### config.mk
export PLATFORM = sky130hd
export DESIGN_NAME = sf_stream_framer
export DESIGN_NICKNAME = d
export VERILOG_FILES = /design/src/rtl/sf_pkg.sv /design/src/rtl/sf_ctrl.sv /design/src/rtl/sf_beat_cnt.sv /design/src/rtl/sf_beat_out.sv /design/src/rtl/sf_frame_cnt.sv /design/src/rtl/sf_stream_framer.sv
export SDC_FILE = /design/constraint.sdc
export NUM_CORES = 1
export LEC_CHECK = 0
export BUFFER_PORTS_ARGS = -buffer_cell sky130_fd_sc_hd__clkbuf_2
export CAP_MARGIN = 20
export CORE_AREA = 2 2 221 223
export CTS_CLUSTER_SIZE = 40
export DETAILED_ROUTE_END_ITERATION = 7
export DIE_AREA = 0 0 223 225
export GPL_TIMING_DRIVEN = 0
export SETUP_SLACK_MARGIN = 0.2
export SYNTH_ARGS = -nofsm -noshare
export SYNTH_HDL_FRONTEND = slang
export SYNTH_SLANG_ARGS = --single-unit
### constraint.sdc
create_clock -name clk -period 9.4 [get_ports clk]
set_input_delay 1.41 -clock clk [delete_from_list [all_inputs] [get_ports clk]]
set_output_delay 1.41 -clock clk [all_outputs]
set_load 0.02 [all_outputs]
### src/rtl/sf_pkg.sv
package sf_pkg;
  localparam int unsigned SF_HDR_WORDS = 14;
  localparam int unsigned SF_WORD_W    = 32;
  localparam int unsigned SF_FC_W      = 26;
  typedef enum logic {SF_IDLE = 1'b0, SF_RUN = 1'b1} sf_state_e;
endpackage

### src/rtl/sf_ctrl.sv
module sf_ctrl
  import sf_pkg::*;
(
  input  logic clk,
  input  logic rst_n,
  input  logic trig,
  input  logic enable,
  input  logic pause,
  input  logic in_valid,
  input  logic t_ready,
  input  logic t_valid,
  input  logic t_last,
  input  logic mode_cont,
  input  logic hdr_en,
  output logic start,
  output logic advance,
  output logic stop,
  output logic running,
  output logic run_cont,
  output logic run_hdr,
  output logic err,
  output logic ovf
);
  sf_state_e state_q;
  logic acc, ending, ready_drop, valid_drop, finish;

  always_comb begin
    running    = (state_q == SF_RUN);
    start      = !running && trig && enable && in_valid && t_ready && !pause;
    acc        = running && t_valid && t_ready;
    ending     = t_last && (!run_cont || !enable);
    ready_drop = running && t_valid && !t_ready;
    valid_drop = acc && !in_valid && !ending;
    finish     = acc && ending;
    advance    = acc && !ending && in_valid;
    stop       = ready_drop || valid_drop || finish;
  end

  always_ff @(posedge clk) begin
    if (!rst_n) begin
      state_q  <= SF_IDLE;
      run_cont <= 1'b0;
      run_hdr  <= 1'b0;
      err      <= 1'b0;
      ovf      <= 1'b0;
    end else if (start) begin
      state_q  <= SF_RUN;
      run_cont <= mode_cont;
      run_hdr  <= hdr_en && !mode_cont;
      err      <= 1'b0;
      ovf      <= 1'b0;
    end else if (stop) begin
      state_q <= SF_IDLE;
      if (ready_drop || valid_drop) err <= 1'b1;
      if (ready_drop) ovf <= 1'b1;
    end
  end

  // back-pressure during a run ends it with both flags raised
  a_r6_ready_drop_stops: assert property (@(posedge clk) disable iff (!rst_n)
    (running && t_valid && !t_ready) |=> (!running && err && ovf));
  // a triggered buffer ends after its last beat is taken
  a_r2_trig_single_buffer: assert property (@(posedge clk) disable iff (!rst_n)
    (running && t_valid && t_ready && t_last && !run_cont) |=> !running);
  // continuous frames roll over without a gap while enabled
  a_r4_cont_rolls_over: assert property (@(posedge clk) disable iff (!rst_n)
    (running && t_valid && t_ready && t_last && run_cont && enable && in_valid) |=> running);
endmodule

### src/rtl/sf_beat_cnt.sv
module sf_beat_cnt
  import sf_pkg::*;
#(
  parameter int unsigned LEN_W       = 16,
  parameter int unsigned FRAME_WORDS = 1024
) (
  input  logic             clk,
  input  logic             rst_n,
  input  logic             start,
  input  logic             advance,
  input  logic             mode_cont,
  input  logic [LEN_W-1:0] buf_len,
  output logic [LEN_W-1:0] load_idx,
  output logic             load_last
);
  localparam logic [LEN_W-1:0] FRAME_LEN = LEN_W'(FRAME_WORDS);
  localparam logic [LEN_W-1:0] MIN_LEN   = LEN_W'(SF_HDR_WORDS);
  localparam logic [LEN_W-1:0] ONE       = LEN_W'(1);

  logic [LEN_W-1:0] idx_q, len_q, start_len, cur_len;

  always_comb begin
    if (mode_cont)              start_len = FRAME_LEN;
    else if (buf_len < MIN_LEN) start_len = MIN_LEN;
    else                        start_len = buf_len;
    cur_len = start ? start_len : len_q;
    if (start || (idx_q == len_q - ONE)) load_idx = '0;
    else                                 load_idx = idx_q + ONE;
    load_last = (load_idx == cur_len - ONE);
  end

  always_ff @(posedge clk) begin
    if (!rst_n) begin
      idx_q <= '0;
      len_q <= MIN_LEN;
    end else if (start) begin
      idx_q <= '0;
      len_q <= start_len;
    end else if (advance) begin
      idx_q <= load_idx;
    end
  end

  // the beat position never leaves the active length
  a_r2_idx_in_range: assert property (@(posedge clk) disable iff (!rst_n)
    idx_q < len_q);
endmodule

### src/rtl/sf_beat_out.sv
module sf_beat_out
  import sf_pkg::*;
#(
  parameter int unsigned LEN_W = 16
) (
  input  logic                           clk,
  input  logic                           rst_n,
  input  logic                           load,
  input  logic                           clear,
  input  logic [LEN_W-1:0]               load_idx,
  input  logic                           load_last,
  input  logic                           use_hdr,
  input  logic                           cont,
  input  logic                           freeze,
  input  logic [SF_WORD_W-1:0]           in_data,
  input  logic [SF_HDR_WORDS*SF_WORD_W-1:0] hdr_words,
  output logic                           t_valid,
  output logic [SF_WORD_W-1:0]           t_data,
  output logic                           t_last,
  output logic                           t_user
);
  localparam int unsigned HIDX_W = $clog2(SF_HDR_WORDS);

  logic [SF_WORD_W-1:0] hdr_arr [SF_HDR_WORDS];
  logic [SF_WORD_W-1:0] word;
  logic                 in_hdr;
  logic                 seen_q;

  for (genvar i = 0; i < SF_HDR_WORDS; i++) begin : g_hdr
    assign hdr_arr[i] = hdr_words[i*SF_WORD_W +: SF_WORD_W];
  end

  always_comb begin
    in_hdr = use_hdr && (load_idx < LEN_W'(SF_HDR_WORDS));
    word   = in_hdr ? hdr_arr[load_idx[HIDX_W-1:0]] : in_data;
  end

  always_ff @(posedge clk) begin
    if (!rst_n) begin
      t_valid <= 1'b0;
      t_data  <= '0;
      t_last  <= 1'b0;
      t_user  <= 1'b0;
      seen_q  <= 1'b0;
    end else if (load) begin
      t_valid <= 1'b1;
      t_data  <= word;
      t_last  <= load_last;
      t_user  <= cont && load_last && (seen_q || freeze);
      seen_q  <= load_last ? 1'b0 : (seen_q || (cont && freeze));
    end else if (clear) begin
      t_valid <= 1'b0;
      t_last  <= 1'b0;
      t_user  <= 1'b0;
      seen_q  <= 1'b0;
    end
  end
endmodule

### src/rtl/sf_frame_cnt.sv
module sf_frame_cnt
  import sf_pkg::*;
(
  input  logic               clk,
  input  logic               rst_n,
  input  logic               inc,
  output logic [SF_FC_W-1:0] frame_cnt
);
  always_ff @(posedge clk) begin
    if (!rst_n)   frame_cnt <= '0;
    else if (inc) frame_cnt <= frame_cnt + SF_FC_W'(1);
  end

  // one count per accepted last beat
  a_r8_count_step: assert property (@(posedge clk) disable iff (!rst_n)
    inc |=> (frame_cnt == $past(frame_cnt) + SF_FC_W'(1)));
  a_r8_count_hold: assert property (@(posedge clk) disable iff (!rst_n)
    !inc |=> $stable(frame_cnt));
endmodule

### src/rtl/sf_stream_framer.sv
module sf_stream_framer
  import sf_pkg::*;
#(
  parameter int unsigned LEN_W       = 16,
  parameter int unsigned FRAME_WORDS = 1024
) (
  input  logic                 clk,
  input  logic                 rst_n,
  input  logic                 enable,
  input  logic                 mode_cont,
  input  logic                 hdr_en,
  input  logic [LEN_W-1:0]     buf_len,
  input  logic                 trig,
  input  logic                 pause,
  input  logic                 freeze,
  input  logic [447:0]         hdr_words,
  input  logic [31:0]          in_data,
  input  logic                 in_valid,
  input  logic                 t_ready,
  output logic                 t_valid,
  output logic [31:0]          t_data,
  output logic                 t_last,
  output logic                 t_user,
  output logic                 st_pause,
  output logic                 st_ready,
  output logic                 st_ovf,
  output logic                 st_err,
  output logic                 st_enabled,
  output logic [25:0]          frame_cnt
);
  logic start, advance, stop, running, run_cont, run_hdr;
  logic [LEN_W-1:0] load_idx;
  logic load_last, sel_hdr, sel_cont;

  assign sel_hdr    = start ? (hdr_en && !mode_cont) : run_hdr;
  assign sel_cont   = start ? mode_cont : run_cont;
  assign st_pause   = pause;
  assign st_ready   = t_ready;
  assign st_enabled = enable;

  sf_ctrl u_ctrl (
    .clk(clk), .rst_n(rst_n), .trig(trig), .enable(enable), .pause(pause),
    .in_valid(in_valid), .t_ready(t_ready), .t_valid(t_valid), .t_last(t_last),
    .mode_cont(mode_cont), .hdr_en(hdr_en), .start(start), .advance(advance),
    .stop(stop), .running(running), .run_cont(run_cont), .run_hdr(run_hdr),
    .err(st_err), .ovf(st_ovf)
  );

  sf_beat_cnt #(.LEN_W(LEN_W), .FRAME_WORDS(FRAME_WORDS)) u_cnt (
    .clk(clk), .rst_n(rst_n), .start(start), .advance(advance),
    .mode_cont(mode_cont), .buf_len(buf_len), .load_idx(load_idx),
    .load_last(load_last)
  );

  sf_beat_out #(.LEN_W(LEN_W)) u_out (
    .clk(clk), .rst_n(rst_n), .load(start || advance), .clear(stop),
    .load_idx(load_idx), .load_last(load_last), .use_hdr(sel_hdr),
    .cont(sel_cont), .freeze(freeze), .in_data(in_data), .hdr_words(hdr_words),
    .t_valid(t_valid), .t_data(t_data), .t_last(t_last), .t_user(t_user)
  );

  sf_frame_cnt u_fc (
    .clk(clk), .rst_n(rst_n), .inc(t_valid && t_ready && t_last),
    .frame_cnt(frame_cnt)
  );

  // a new stream only follows a fully qualified trigger
  a_r1_start_qualified: assert property (@(posedge clk) disable iff (!rst_n)
    $rose(t_valid) |-> $past(trig && enable && in_valid && t_ready && !pause));
  // a fresh acquisition begins with clean flags
  a_r7_flags_clear_on_start: assert property (@(posedge clk) disable iff (!rst_n)
    $rose(t_valid) |-> (!st_err && !st_ovf));
  // the freeze marker belongs to continuous frames only
  a_r5_user_cont_only: assert property (@(posedge clk) disable iff (!rst_n)
    t_user |-> (run_cont && running));
  // the output stays idle whenever no acquisition runs
  a_r6_idle_quiet: assert property (@(posedge clk) disable iff (!rst_n)
    !running |-> !t_valid);
endmodule

; ---- After elaboration in Yosys (flattened, before gate mapping)
; Cells that the tools add are included.
[op_classes]
n_mux = 17
n_eq_ne = 2
bitwise_logic = 2
n_shift = 0
n_reduce_logical = 41
mul = 0
div_mod_pow = 0
magnitude_cmp = 3
addsub = 4
[op_table]
columns = cell, n
row1 = $bmux 32 s4, 1
row2 = $mux 32, 3
row3 = $mux 16, 4
row4 = $eq 16x16->1, 2
row5 = $lt 16x4->1 const B, 2
row6 = $sub 16x1->16 const B, 2
row7 = $add 26x1->26 const B, 1
row8 = $logic_and 1x1->1, 21
row9 = $add 16x1->16 const B, 1
row10 = $mux 1, 9
row11 = $logic_not 1->1, 8
row12 = $logic_or 1x1->1, 7
row13 = $ge 5x5->1 const B, 1
row14 = $not 4->5, 1
row15 = $reduce_and 2->1, 2
row16 = $reduce_bool 2->1, 2
row17 = $reduce_or 2->1, 1
row18 = $not 1->1, 1
[word_totals]
elab_cells = 82
out_inout_bits = 66
n_memories = 0
in_bits = 506
latch_bits = 0
rom_bits = 0
register_bits = 99
ram_bits = 0

; ---- Longest topological paths before layout
[logic_depth]
depth_word = 13
mapped_depth = 18
mapped_depth_nobuf = 16

; ---- Modules after synthesis
; Synthesis repeated with hierarchy kept, for this count alone.
[unflattened]
cells_unflattened = 1217
hier_area_um2 = 9714.3
[modules_own_cells]
columns = module, n_inst, cells_per_inst, area_per_inst_um2, seq_area_each_um2
row1 = sf_beat_out, 1, 680, 5305.1, 720.7
row2 = sf_beat_cnt, 1, 364, 2897.8, 640.6
row3 = sf_frame_cnt, 1, 137, 1199.9, 520.5
row4 = sf_ctrl, 1, 27, 245.2, 100.1
row5 = sf_stream_framer, 1, 9, 66.3, 0.0

; ---- Worst setup path before layout
; No wires, ideal clock.
[synth_timing]
kind = input port to flip-flop
startpoint = input port enable
endpoint = register u_out.seen_q
setup_slack_ns = 4.099
stages = 15
path_buffers = 3
t_arrival_ns = 5.180
required_ns = 9.278
setup_time_ns = 0.122
path_cell_list = nor4bb_1 -> nand2_1 -> clkbuf_1 -> clkbuf_1 -> clkbuf_1 -> a21oi_1 -> ha_1 -> nand2b_1 -> nor4_1 -> o221ai_1 -> xor2_1 -> o22a_1 -> o2111ai_1 -> or4b_2 -> o311a_1
[synth_between]
elab_chain_cells = 9
word_cells_on_any_way = 26
cone_classes = 1 x add/sub / 1 x eq/ne / 5 x mux / 19 x reduce/logical
[synth_lines]
columns = element, line_no
row1 = start: declaration, sf_stream_framer.sv:9  ; input logic enable,
row2 = $logic_and 1x1->1 (4 in a row), sf_ctrl.sv:29  ; start = !running && trig && enable && in_valid && t_ready && !pause;
row3 = "$mux 16, or another cell as far along", sf_beat_cnt.sv:26  ; cur_len = start ? start_len : len_q;
row4 = "$sub 16x1->16, or another cell as far along", sf_beat_cnt.sv:29  ; load_last = (load_idx == cur_len - ONE);
row5 = $eq 16x16->1 / $logic_or 1x1->1 (equally long branches), "sf_beat_cnt.sv:29, sf_beat_out.sv:50"
row6 = $mux 1, sf_beat_out.sv:50  ; seen_q <= load_last ? 1'b0 : (seen_q || (cont && freeze));
row7 = $mux 1, sf_beat_out.sv:45  ; end else if (load) begin
row8 = end signal: assignment, sf_beat_out.sv:50
row9 = end: declaration, sf_beat_out.sv:27  ; logic seen_q;
; Several ways; a longest one is shown, not always the timed one.
; A chain may end at the register's enable or synchronous reset.

; ---- Worst setup path in the final report
; Same ends and word-level chain as after synthesis.

==> results.yml <==
logic_synthesis:
  ys_ff_latch: 99
  ys_seq_area_frac: 0.201
  syn_nets: 1809
  syn_inst: 1299
  netlist_area_sq_mm: 0.00986
  synth_cell_types: 73
  yosysWarnings: 0
  synth_top_area_share: 0.201
  synth_area_per_cell_sq_um: 7.59
  synth_enable_flop_cells: 0
  synthArstFlopShare: 0
  synth_ff_type: "dfxtp_1"
  ys_top_cells_by_area: "dfxtp_1, mux4_2, a21oi_1"
  yosys.area.top_type: "dfxtp_1"
floorplan:
  die_w_microns: 223
  rows: 80
  coreArea_sq_mm: 0.0475
  boundaryPins: 572
  dieHeight_microns: 225
  dieArea_sq_mm: 0.0502
  start_util: 0.207
worst_setup_path:
  arrival_ps: 7190
  timing.rr.start: "u_ctrl.running"
  startpoint_type: "input port"
  cp_max_fo: 10
  worstSetupPathType: "input port to flip-flop"
  rrSetupSlack_ps: 3260
  rr_worst_depth: 15
  r2r_end: "u_out.seen_q"
  critPathCaptureType: "flip-flop"
  crit_required_ps: 9680
  startpoint: "enable"
global_routing:
  grt.overflow.total: 0
  grt.total_usage: 0.268
  grt_max_degree: 20
  grt_pass1_vias: 13300
  grt_pass1_wl_microns: 95200
  antenna_found_initial: 30
cells_and_area:
  nNetsFinal: 2393
  layout_common_cells: "clkbuf_2, nand2_1, a21oi_1"
  final_common_cell: "clkbuf_2"
  drive_gt1_frac: 0.370
  syn2layout_area_growth_pct: 40.5
route:
  ant_nets: 0
  wl_microns: 69600
  dr.first_iter.drc_count: 989
  drc: 0
  num_vias: 13300
  routedWlPerCell_microns: 27.7
  drt_first_pass_iters: 5
  via_per_inst: 5.29
sta:
  maxSlewHeadroom: 0.269
  post-route-period-util: 0.735
  slew_viol_final: 0
  finalHoldViolCount: 0
  max_freq_mhz: 145
  tns_ps: 0
  finalSetupViolations: 0
  tightestPinTransition_ps: 1100
  fin_crit_ps: 6910
  skew_ps: 12.7
  rsz0062_at_grt: "no"
job:
  maxCapViolCount: 0
placed_design:
  gpl.final_weighted_congestion: 1.05
  portBuffers: 571
  hpwl_microns: 59800
worst_hold_path:
  hp-class: "flip-flop to flip-flop"
  whs_endpoint: "u_ctrl.ovf"
  min-delay-start: "u_ctrl.ovf"
  hold_depth: 2
clock_network:
  clk_pin_slew_ps: 80
  tritoncts: "built"
  ctsResizeCount: 0
  cts_hold_buf: 0
  clkSinkCount: 99
  cts_root_buf: "clkbuf_16"
  insertion_delay_ps: 390
  cts_htree_levels: 3
  post_cts_buffers: 0
  cts_buffers: 9
  ctsLongestPathBuffers: 2
power_and_ir_drop:
  total_power_w: 0.00109
  leakage_nw: 5.82
  ir_drop_uv: 95.7
  power_density_mw_per_mm2: 78.5
status:
  outcome: "complete, no violations"
[metrics by stage]
stage	util	setup WS (ps)	area (sq um)	hold WS, ps	instances
after floorplan	-	4100	9860	473	1299
after global placement	0.284	2230	13500	463	2485
after detailed placement	0.284	2250	13500	468	2487
after CTS	0.290	2660	13800	487	2503
after global routing	0.291	2150	13800	513	2515
final	0.291	2490	13800	479	2518
[power breakdown]
part,leakage [nW],total (W),switching [W],internal [W]
Combinational,4.87,0.000252,0.000124,0.000127
Sequential,0.799,0.000426,0.00000361,0.000423
Clock,0.150,0.000409,0.000213,0.000196
Total,5.82,0.00109,0.000341,0.000746
[synth_stat cells, types with 12 or more instances]
| library cell | count |
|---|---|
| a22o_1 | 17 |
| mux4_2 | 29 |
| a21oi_1 | 130 |
| a221o_1 | 26 |
| nand4_1 | 15 |
| or3_1 | 13 |
| mux2_2 | 36 |
| a211oi_1 | 25 |
| nor2_1 | 106 |
| nor4_1 | 18 |
| mux2i_1 | 43 |
| clkbuf_1 | 90 |
| a31oi_1 | 13 |
| and2_1 | 31 |
| o211ai_1 | 12 |
| nor3_1 | 21 |
| inv_1 | 12 |
| xor2_1 | 25 |
| xnor2_1 | 51 |
| o21ai_0 | 76 |
| nor2b_1 | 18 |
| o22ai_1 | 23 |
| dfxtp_1 | 99 |
| nand2_1 | 139 |
| o221ai_1 | 23 |
| nand3_1 | 45 |
[how the worst max path moves through the flow]
| stage | endpoint | slack, ps |
|---|---|---|
| after floorplan | u_out.seen_q | 4100 |
| after global placement | u_out.seen_q | 2230 |
| after detailed placement | u_out.seen_q | 2250 |
| after CTS | u_out.seen_q | 2660 |
| after global routing | u_out.seen_q | 2150 |
| final | u_out.seen_q | 2490 |
[flip-flops by register name (all words and copies together), names as in the netlist, 16 cells and up]
name            flops
u_cnt.len_q        16
u_out.t_data       32
u_fc.frame_cnt     26
u_cnt.idx_q        16
[cells by family (layout without fill, tap and decap cells)]
logic type                 count (synthesis)  after routing  synth area share
muxes                                    108            108             0.151
AOI/OAI and AO/OA                        406            406             0.270
other                                      0             15                 0
and+or+nand+nor                          475            475             0.249
buffers and inverters                    131            720            0.0562
xor gates and xnor gates                  76             76            0.0675
DFF                                       99             99             0.201
adders and majority gates                  4              4           0.00508
[routing by layer]
layer	global-route usage	wire, microns	vias to the layer above	part of all wire
met2	0.458	33600	686	0.48
met4	0.126	3480	18	0.050
li1	-	-	6082	-
met5	0	109	-	0.0016
met1	0.322	27500	6385	0.39
met3	0.0549	5030	159	0.072
[final cells by class]
| cell class | instances | area (sq um) |
|---|---|---|
| Antenna cell | 15 | 37.5 |
| Buffer | 119 | 509 |
| Clock buffer | 10 | 239 |
| Clock inverter | 6 | 65.1 |
| Fill cell | 5225 | 33700 |
| Inverter | 12 | 45.0 |
| Multi-Input combinational cell | 1069 | 7320 |
| Sequential cell | 99 | 1980 |
| Tap cell | 615 | 769 |
| Timing Repair Buffer | 573 | 2880 |
[critical path, cell delays in order]
cell and delay, ps:
clkbuf_2 150, nor4bb_1 730, nand2_1 530, clkbuf_1 410, clkbuf_1 400, clkbuf_1 370
a21oi_1 290, ha_1 230, nand2b_1 60, nor4_1 560, o221ai_1 220, xor2_1 450
o22a_1 250, o2111ai_1 110, or4b_2 660, o311a_1 340
Note: power is estimated with default switching activity, not from simulation.
